`src/rtl/acqw_pkg.sv`:
```
package acqw_pkg;
  typedef struct packed {
    logic       hs_ref;
    logic [3:0] hfine;
    logic [3:0] vfine;
  } acqw_cfg_t;
endpackage

```
`src/rtl/acqw_edge.sv`:
```
module acqw_edge #(
  parameter int N = 3
) (
  input  logic         clk,
  input  logic         rst,
  input  logic         ce,
  input  logic [N-1:0] din,
  output logic [N-1:0] rise
);
  logic [N-1:0] q;

  always_ff @(posedge clk) begin
    if (rst)     q <= '0;
    else if (ce) q <= din;
  end

  generate
    for (genvar i = 0; i < N; i++) begin : g_bit
      assign rise[i] = din[i] & ~q[i];
    end
  endgenerate

  // the history moves only on enabled pixels
  a_r8_edge_hold: assert property (@(posedge clk) disable iff (rst)
    !ce |=> $stable(q));
endmodule

```
`src/rtl/acqw_hcount.sv`:
```
module acqw_hcount
  import acqw_pkg::*;
#(
  parameter int HCW       = 11,
  parameter int ACT_W     = 672,
  parameter int H_BASE    = 80,
  parameter int HSYNC_DLY = 68,
  parameter int H_STEP    = 2
) (
  input  logic           clk,
  input  logic           rst,
  input  logic           ce,
  input  logic           ref_edge,
  input  acqw_cfg_t      cfg,
  output logic           hin,
  output logic [HCW-1:0] hofs
);
  localparam logic [HCW-1:0] HMAX = {HCW{1'b1}};

  logic [HCW-1:0] h_q, pos;
  logic [HCW:0]   hstart, hend;

  always_comb begin
    hstart = (HCW+1)'(H_BASE + (cfg.hs_ref ? HSYNC_DLY : 0) + H_STEP * int'(cfg.hfine));
    hend   = hstart + (HCW+1)'(ACT_W);
    if (ref_edge)         pos = '0;
    else if (h_q == HMAX) pos = h_q;
    else                  pos = h_q + 1'b1;
    hin  = ({1'b0, pos} >= hstart) && ({1'b0, pos} < hend);
    hofs = pos - hstart[HCW-1:0];
  end

  always_ff @(posedge clk) begin
    if (rst)     h_q <= HMAX;
    else if (ce) h_q <= pos;
  end

  // a reference edge restarts the pixel index
  a_r2_restart: assert property (@(posedge clk) disable iff (rst)
    (ce && ref_edge) |=> (h_q == '0));
  // without an edge the index never moves backwards
  a_r2_monotonic: assert property (@(posedge clk) disable iff (rst)
    (ce && !ref_edge) |=> (h_q >= $past(h_q)));
endmodule

```
`src/rtl/acqw_vtrack.sv`:
```
module acqw_vtrack
  import acqw_pkg::*;
#(
  parameter int VCW    = 10,
  parameter int ACT_H  = 228,
  parameter int V_BASE = 18
) (
  input  logic           clk,
  input  logic           rst,
  input  logic           ce,
  input  logic           h_edge,
  input  logic           v_rise,
  input  logic           field_ref,
  input  logic           field_pol,
  input  acqw_cfg_t      cfg_in,
  output acqw_cfg_t      cfg_eff,
  output logic           vin,
  output logic [VCW-1:0] lofs,
  output logic           second_field
);
  localparam logic [VCW-1:0] VMAX = {VCW{1'b1}};

  logic [VCW-1:0] vl_q, line_nx, vstart_q, vend_q, vstart_e, vend_e;
  acqw_cfg_t      cfg_q;
  logic           sf_q, busy, accept;

  always_comb begin
    vstart_q = VCW'(V_BASE) + VCW'(cfg_q.vfine);
    vend_q   = vstart_q + VCW'(ACT_H);
    busy     = (vl_q >= vstart_q) && (vl_q < vend_q);
    accept   = v_rise && !busy;
    cfg_eff  = accept ? cfg_in : cfg_q;
    if (accept)                        line_nx = '0;
    else if (h_edge && vl_q != VMAX)   line_nx = vl_q + 1'b1;
    else                               line_nx = vl_q;
    vstart_e = VCW'(V_BASE) + VCW'(cfg_eff.vfine);
    vend_e   = vstart_e + VCW'(ACT_H);
    vin      = (line_nx >= vstart_e) && (line_nx < vend_e);
    lofs     = line_nx - vstart_e;
  end

  always_ff @(posedge clk) begin
    if (rst) begin
      vl_q  <= VMAX;
      cfg_q <= '0;
      sf_q  <= 1'b0;
    end else if (ce) begin
      vl_q <= line_nx;
      if (accept) begin
        cfg_q <= cfg_in;
        sf_q  <= field_ref ^ field_pol;
      end
    end
  end

  assign second_field = sf_q;

  // settings change only at an accepted vertical edge
  a_r6_cfg_frozen: assert property (@(posedge clk) disable iff (rst)
    !(ce && accept) |=> $stable(cfg_q));
  // field flag moves only at an accepted vertical edge
  a_r5_flag_frozen: assert property (@(posedge clk) disable iff (rst)
    !(ce && accept) |=> $stable(sf_q));
  // an edge inside the open window does not restart the line count
  a_r7_no_restart: assert property (@(posedge clk) disable iff (rst)
    (ce && v_rise && busy) |=> (vl_q >= $past(vl_q)));
  // an accepted edge starts line zero
  a_r4_line_zero: assert property (@(posedge clk) disable iff (rst)
    (ce && accept) |=> (vl_q == '0));
endmodule

```
`src/rtl/acq_window_gen.sv`:
```
module acq_window_gen
  import acqw_pkg::*;
#(
  parameter int ACT_W       = 672,
  parameter int ACT_H       = 228,
  parameter int LINE_PIX    = 864,
  parameter int FIELD_LINES = 263,
  parameter int H_BASE      = 80,
  parameter int HSYNC_DLY   = 68,
  parameter int H_STEP      = 2,
  parameter int V_BASE      = 18,
  localparam int PCW        = $clog2(ACT_W),
  localparam int LCW        = $clog2(ACT_H)
) (
  input  logic           clk,
  input  logic           rst,
  input  logic           pix_en,
  input  logic           hsync_in,
  input  logic           burst_in,
  input  logic           vsync_in,
  input  logic           field_id,
  input  logic           field_pol,
  input  logic           ref_is_hsync,
  input  logic [3:0]     hfine,
  input  logic [3:0]     vfine,
  output logic           cap_en,
  output logic [PCW-1:0] pix_cnt,
  output logic [LCW-1:0] line_cnt,
  output logic           second_field
);
  localparam int HCW = $clog2(LINE_PIX) + 1;
  localparam int VCW = $clog2(FIELD_LINES) + 1;

  logic [2:0]     rise;
  logic           h_edge, hin, vin, win;
  logic [HCW-1:0] hofs;
  logic [VCW-1:0] lofs;
  acqw_cfg_t      cfg_live, cfg_eff;

  assign cfg_live = '{hs_ref: ref_is_hsync, hfine: hfine, vfine: vfine};

  acqw_edge #(.N(3)) u_edge (
    .clk (clk),
    .rst (rst),
    .ce  (pix_en),
    .din ({vsync_in, hsync_in, burst_in}),
    .rise(rise)
  );

  assign h_edge = cfg_eff.hs_ref ? rise[1] : rise[0];

  acqw_vtrack #(.VCW(VCW), .ACT_H(ACT_H), .V_BASE(V_BASE)) u_vtrack (
    .clk         (clk),
    .rst         (rst),
    .ce          (pix_en),
    .h_edge      (h_edge),
    .v_rise      (rise[2]),
    .field_ref   (field_id),
    .field_pol   (field_pol),
    .cfg_in      (cfg_live),
    .cfg_eff     (cfg_eff),
    .vin         (vin),
    .lofs        (lofs),
    .second_field(second_field)
  );

  acqw_hcount #(
    .HCW(HCW), .ACT_W(ACT_W), .H_BASE(H_BASE),
    .HSYNC_DLY(HSYNC_DLY), .H_STEP(H_STEP)
  ) u_hcount (
    .clk     (clk),
    .rst     (rst),
    .ce      (pix_en),
    .ref_edge(h_edge),
    .cfg     (cfg_eff),
    .hin     (hin),
    .hofs    (hofs)
  );

  assign win = hin & vin;

  always_ff @(posedge clk) begin
    if (rst) begin
      cap_en   <= 1'b0;
      pix_cnt  <= '0;
      line_cnt <= '0;
    end else if (pix_en) begin
      cap_en   <= win;
      pix_cnt  <= win ? PCW'(hofs) : '0;
      line_cnt <= win ? LCW'(lofs) : '0;
    end
  end

  // the window opens at its first pixel
  a_r1_first_pix: assert property (@(posedge clk) disable iff (rst)
    $rose(cap_en) |-> (pix_cnt == '0));
  // positions read zero outside the window
  a_r1_zero_outside: assert property (@(posedge clk) disable iff (rst)
    !cap_en |-> (pix_cnt == '0 && line_cnt == '0));
  // line position stays below the window height
  a_r1_line_bound: assert property (@(posedge clk) disable iff (rst)
    cap_en |-> (int'(line_cnt) < ACT_H));
  // outputs hold on idle cycles
  a_r8_hold: assert property (@(posedge clk) disable iff (rst)
    !pix_en |=> ($stable(cap_en) && $stable(pix_cnt) && $stable(line_cnt)));
endmodule

```
`config.mk`:
```
export PLATFORM = sky130hd
export DESIGN_NAME = acq_window_gen
export DESIGN_NICKNAME = d
export VERILOG_FILES = /design/src/rtl/acqw_pkg.sv /design/src/rtl/acqw_edge.sv /design/src/rtl/acqw_hcount.sv /design/src/rtl/acqw_vtrack.sv /design/src/rtl/acq_window_gen.sv
export SDC_FILE = /design/constraint.sdc
export NUM_CORES = 1
export LEC_CHECK = 0
export BUFFER_PORTS_ARGS = -buffer_cell sky130_fd_sc_hd__buf_2
export CAP_MARGIN = 0
export CORE_ASPECT_RATIO = 1.25
export CORE_MARGIN = 1
export CORE_UTILIZATION = 25
export DETAILED_ROUTE_END_ITERATION = 10
export GPL_TIMING_DRIVEN = 0
export SLEW_MARGIN = 5
export SYNTH_ARGS = -nofsm -noshare
export SYNTH_HDL_FRONTEND = slang
export SYNTH_SLANG_ARGS = --single-unit
export TNS_END_PERCENT = 10
```
`constraint.sdc`:
```
create_clock -name clk -period 6.05 [get_ports clk]
set_input_delay 0.9075 -clock clk [delete_from_list [all_inputs] [get_ports clk]]
set_output_delay 0.9075 -clock clk [all_outputs]
set_load 0.05 [all_outputs]
```
==> results.toml, run 1 <==
[routing]
wirelength_um = 10700
dr.first_iter.drc_count = 130
routed_via_density = 4.77
routedWlPerCell_um = 14.0
route.antenna.remaining_nets = 0
route.detailed.drc = 0
dr.pass1.iters = 7
vias = 3625

[layout]
layout_common_cells = "nand2_1, dfxtp_1, ha_1, inv_1, buf_2"
antennaDiodeCount = 0
area_growth_pct = 17.5
final_nets = 608
layout-drive-gt1-share_pct = 14.9
fin_area_um2 = 4830
final_util_pct = 29.9
final_cells = 760
layout_commonest_cell = "nand2_1"

[setup_path]
worstSetupEndpoint = "pix_cnt[0]$_SDFFE_PP0P_"
required_ps = 6280
r2r-end = "pix_cnt[0]$_SDFFE_PP0P_"
crit_fanout = 10
ff2ff_path_depth = 24
worstPathArrival_ps = 5870
end_kind = "flop"
reg2reg_setup_slack_ps = 410
r2r_start = "u_vtrack.cfg_q[1]$_SDFFE_PP0P_"
startpoint = "u_vtrack.cfg_q[1]$_SDFFE_PP0P_"
path_class = "flop to flop"
cp-start-kind = "flop"

[status]
status = "finished clean"

[flow_run]
drv_cap = 0

[min_path]
worstHoldStart = "u_vtrack.cfg_q[7]$_SDFFE_PP0P_"
hold_path.class = "flop to flop"

[placed_design]
dpl-instance-area_um2 = 4560
io_buffers = 35
placed_cells = 747
place_congestion = 0.840
dp_hpwl_um = 8420

[floorplanning]
dieWidth_um = 117
die_h_um = 145
die_area_um2 = 17000
start_util_pct = 25.5
rows = 52
fp.coreArea_um2 = 16100
num_io_pins = 37

[clock_network]
cts_num_sinks = 53
hold_buffers = 0
root_buffer = "clkbuf_16"
cts_tree = "done"
clkTransAtPathRegs_ps = 80
cts_made_buffers = 5
worstSkewPairLatency_ps = 300
htreeDepth = 2
cts_buffer_depth = 2

[yosys]
synth-edff-count = 0
yosys_warnings = 0
ys_types = 65
syn_nets = 561
syn-cell-area_um2 = 4110
postSynthCellCount = 496
synth-async-reset-ratio_pct = 0
synth-seq-cells = 53
synthFlopType = "dfxtp_1"
avgSynthCellArea_um2 = 8.29
ys_seq_area_share_pct = 25.8

[timing]
rsz0062_at_grt = "no"
fin_crit_sh_pct = 93.3
fin_crit_ps = 5640
fmax_mhz = 177
setup_viol = 0
finalHoldViolCount = 0
slew-limit-headroom_pct = 45.7
holdWs_ps = 454
worst_pin_slew_ps = 812
clock_skew_ps = 8.28
finalMaxSlewViolations = 0

[global_route]
grt_max_degree = 17
antenna_found_initial = 0
grt_pass1_vias = 3532
grt.total_usage_pct = 13.1
grt-ovfl-total = 0
grt_pass1_wl_um = 17500

[power_and_ir_drop]
peakVddDrop_mv = 0.106
finalPower_mw = 1.30
p_per_area_nw_per_um2 = 269
leakage_nw = 2.21
power breakdown:
part / total (mW) / switching, mW / internal (mW)
Clock: 0.346 / 0.139 / 0.207
Combinational: 0.544 / 0.319 / 0.225
Sequential: 0.408 / 0.0328 / 0.376
synthesized netlist by cell type (4+ instances only):
library cell / number / share of area, %
xnor2_1: 22 / 4.7
o21a_1: 4 / 0.73
clkbuf_1: 11 / 1.0
o211ai_1: 6 / 1.1
nand4_1: 7 / 1.1
and3_1: 5 / 0.76
nor2_1: 31 / 2.8
xor2_1: 12 / 2.6
nand3_1: 10 / 1.2
ha_1: 47 / 14
a21o_1: 7 / 1.3
a211o_1: 5 / 1.1
nor3_1: 4 / 0.49
nand2_1: 69 / 6.3
o21ai_0: 19 / 2.3
nand2b_1: 7 / 1.1
dfxtp_1: 53 / 26
a21oi_1: 30 / 3.7
nor2b_1: 7 / 1.1
a22o_1: 16 / 3.4
mux2i_1: 19 / 4.6
inv_1: 40 / 3.7
area by class of cell:
| cell class | count | area (um^2) |
|---|---|---|
| buffer | 16 | 81.3 |
| clock buffer | 6 | 139 |
| clock inverter | 2 | 37.5 |
| fill | 1795 | 11300 |
| inverter | 40 | 150 |
| multi-input combinational | 387 | 2870 |
| sequential | 53 | 1060 |
| tap | 216 | 270 |
| timing repair buffer | 40 | 216 |
sequential cells by signal (all words and copies together), names as in the netlist:
register / count
u_hcount.h_q: 11
pix_cnt: 10
u_vtrack.vl_q: 10
u_vtrack.cfg_q: 9
line_cnt: 8
u_edge.q: 3
cap_en: 1
u_vtrack.second_field: 1
logic make-up after synthesis:
group                      count (synthesis)  share of synthesized area, %
buffers and inverters                     56                          5.60
AOI/OAI and AO/OA                        117                          20.8
and+or+nand+nor                          167                          20.5
DFF                                       53                          25.8
xor gates and xnor gates                  35                          7.64
muxes                                     20                          4.90
adders and majority gates                 48                          14.8
metal layers:
metal | GRT usage, % | part of all wire (%) | vias up | wire length (um)
li1 | - | - | 1847 | -
met2 | 22.9 | 51 | 71 | 5450
met4 | 3.10 | 2.0 | 0 | 215
met3 | 2.08 | 4.4 | 18 | 464
met5 | 0 | 0 | - | 0
met1 | 16.5 | 42 | 1689 | 4520
per-stage QoR:
stage,setup WS [ps],TNS [ps]
finish,407,0
global route,55.1,0
CTS,32.1,0
detailed placement,-513,-8010
global placement,-491,-7530
floorplan,562,0
what timing repair did:
| item | 4_1_cts | 5_1_grt |
|---|---|---|
| setup buffers | 3 | 2 |
| setup endpoints to repair | 19 | 19 |
| gates resized for setup | 3 | 12 |
| pin swaps | 1 | 2 |
worst max-delay path, stage by stage (launching register included):
cell and delay, ps:
dfxtp_2 400, ha_4 170, xor2_4 190, nand3_1 130
xor2_1 160, ha_1 310, a211oi_1 200, and3_1 190
o211ai_1 120, o2bb2ai_4 190, and2_1 220, buf_6 170
mux2i_4 210, inv_1 120, ha_1 240, a21boi_2 220
xnor2_1 140, ha_1 260, a21o_1 160, a211o_1 290
a211o_1 280, a311oi_2 340, o211ai_2 160, or4_1 550
a21oi_1 130
worst min-delay path by stage:
stage,endpoint,slack (ps),cells past startpoint
detailed placement,u_vtrack.cfg_q[7]$_SDFFE_PP0P_,450,2
finish,u_vtrack.cfg_q[7]$_SDFFE_PP0P_,450,2
global route,line_cnt[3]$_SDFFE_PP0P_,490,1
global placement,u_vtrack.cfg_q[5]$_SDFFE_PP0P_,440,2
CTS,u_vtrack.cfg_q[5]$_SDFFE_PP0P_,460,2
floorplan,u_vtrack.cfg_q[4]$_SDFFE_PP0P_,440,2
Power figures use the tool's default switching activity.
==> run 2, diff against run 1 <==
Settings changed: MAX_ROUTING_LAYER set to met4.
==> results.toml, run 2 (same netlist as run 1, synthesis figures left out) <==
[global_route]
grt.total_usage_pct = 13.5
grt-ovfl-total = 0
grt_pass1_vias = 3529
grt_pass1_wl_um = 17600
antenna_found_initial = 0
grt_max_degree = 17

[layout]
regArea_um2 = 1060
layout_common_cells = "nand2_1, dfxtp_1, ha_1, inv_1, buf_2"
layout-drive-gt1-share_pct = 14.9
final_cells = 760
multiInputGateArea_um2 = 2870
reg_top3 = "u_hcount.h_q x11, pix_cnt x10, u_vtrack.vl_q x10"
layout_commonest_cell = "nand2_1"
fin_area_um2 = 4830
antennaDiodeCount = 0
fillCellCount = 1792
final_nets = 608
top_register = "u_hcount.h_q"
area_growth_pct = 17.5
largest_reg_flops = 11

[setup_path]
end_kind = "flop"
ff2ff_path_depth = 24
worstPathArrival_ps = 5890
r2r-end = "pix_cnt[0]$_SDFFE_PP0P_"
slowest_delay_ps = 550
slowest_stage = "or4_1"
path_class = "flop to flop"
cp_common_cell = "ha_1"
cp-start-kind = "flop"
cp_cell_sequence = "ha_4, xor2_4, nand3_1, xor2_1, ha_1, a211oi_1, and3_1, o211ai_1, o2bb2ai_4, and2_1, buf_6, mux2i_4, inv_1, ha_1, a21boi_2, xnor2_1, ha_1, a21o_1, a211o_1, a211o_1, a311oi_2, o211ai_2, or4_1, a21oi_1"
r2r_start = "u_vtrack.cfg_q[1]$_SDFFE_PP0P_"
reg2reg_setup_slack_ps = 390
crit_fanout = 10
required_ps = 6280

[power_and_ir_drop]
p_per_area_nw_per_um2 = 269
peakVddDrop_mv = 0.106
leakage_nw = 2.21

[timing]
fin_crit_ps = 5660
clock_skew_ps = 8.03
finalHoldViolCount = 0
finalMaxSlewViolations = 0
rsz0062_at_grt = "no"
setup_viol = 0
worst_pin_slew_ps = 805
fin_crit_sh_pct = 93.6
fmax_mhz = 177
slew-limit-headroom_pct = 46.1

[clock_network]
cts_tree = "done"
root_buffer = "clkbuf_16"
cts_num_sinks = 53
worstSkewPairLatency_ps = 300
htreeDepth = 2
hold_buffers = 0
cts_buffer_depth = 2
clkTransAtPathRegs_ps = 80
cts_made_buffers = 5

[routing]
dr.pass1.iters = 6
wirelength_um = 10600
dr.first_iter.drc_count = 148
route.detailed.drc = 0
vias = 3630
route.antenna.remaining_nets = 0
routedWlPerCell_um = 14.0
routed_via_density = 4.78

[min_path]
hold_path.class = "flop to flop"
worstHoldStart = "u_vtrack.cfg_q[7]$_SDFFE_PP0P_"
hold_path_depth = 2
worst_hold_path.endpoint = "u_vtrack.cfg_q[7]$_SDFFE_PP0P_"

[floorplanning]
start_util_pct = 25.5
num_io_pins = 37
die_h_um = 145
rows = 52
die_area_um2 = 17000
dieWidth_um = 117
fp.coreArea_um2 = 16100

[placed_design]
io_buffers = 35
place_congestion = 0.853
dpl-instance-area_um2 = 4560
dp_hpwl_um = 8420
placed_cells = 747

[flow_run]
drv_cap = 0

[status]
status = "finished clean"
-- run 2: cell counts in the layout (fill, tap and decap cells not counted) --
Identical to the previous run, type by type.
-- run 2: cell type report --
| cell class | count | share of cell area, % |
|---|---|---|
| tap | 216 | 5.60 |
| clock inverter | 2 | 0.777 |
| sequential | 53 | 22.0 |
| clock buffer | 6 | 2.88 |
| inverter | 40 | 3.11 |
| timing repair buffer | 40 | 4.48 |
| multi-input combinational | 387 | 59.4 |
| buffer | 16 | 1.68 |
-- run 2: layer usage --
metal	global-route usage [%]	up-vias	wire length (um)
met4	3.10	0	192
met3	2.00	16	394
met2	22.9	58	5480
li1	-	1844	-
met1	16.5	1712	4550
met5	-	-	0
-- run 2: timing repair --
item | 4_1_cts | 5_1_grt
endpoints found under the setup margin | 19 | 19
hold endpoints to repair | 0 | 0
pin swaps | 1 | 2
gates resized for setup | 3 | 12
buffers inserted | 3 | 2
-- run 2: worst max-delay path by stage --
stage / to / slack (ps) / startpoint
final: pix_cnt[0]$_SDFFE_PP0P_ / 390 / u_vtrack.cfg_q[1]$_SDFFE_PP0P_
after global routing: pix_cnt[0]$_SDFFE_PP0P_ / 30 / u_vtrack.cfg_q[1]$_SDFFE_PP0P_
after detailed placement: pix_cnt[7]$_SDFFE_PP0P_ / -510 / u_vtrack.cfg_q[1]$_SDFFE_PP0P_
after floorplan: line_cnt[4]$_SDFFE_PP0P_ / 560 / u_vtrack.cfg_q[1]$_SDFFE_PP0P_
after global placement: line_cnt[4]$_SDFFE_PP0P_ / -490 / u_vtrack.cfg_q[1]$_SDFFE_PP0P_
after CTS: pix_cnt[0]$_SDFFE_PP0P_ / 30 / u_vtrack.cfg_q[1]$_SDFFE_PP0P_
-- run 2: critical path: cells and delay by family (launching register included) --
family | cells | cell delay (ps)
AOI/OAI and AO/OA | 10 | 2100
adders and majority gates | 4 | 980
muxes | 1 | 210
DFF | 1 | 400
and+or+nand+nor | 4 | 1090
buffers and inverters | 2 | 280
xor gates and xnor gates | 3 | 500
-- run 2: power by group --
| part | internal, mW | total (mW) | switching, mW |
|---|---|---|---|
| clock network | 0.207 | 0.346 | 0.139 |
| logic | 0.225 | 0.544 | 0.319 |
| registers | 0.376 | 0.408 | 0.0328 |
| total | 0.808 | 1.30 | 0.490 |
-- run 2: per-stage QoR --
stage                     power [mW]  utilization, %  TNS, ps  setup slack, ps  hold WS, ps
after global routing            1.39            29.9        0             34.2          485
after global placement         0.950            28.2    -7530             -491          443
after CTS                       1.30            29.5        0             32.1          458
after detailed placement       0.953            28.2    -8010             -513          448
after floorplan                0.831               -        0              562          436
final                           1.30            29.9        0              386          454
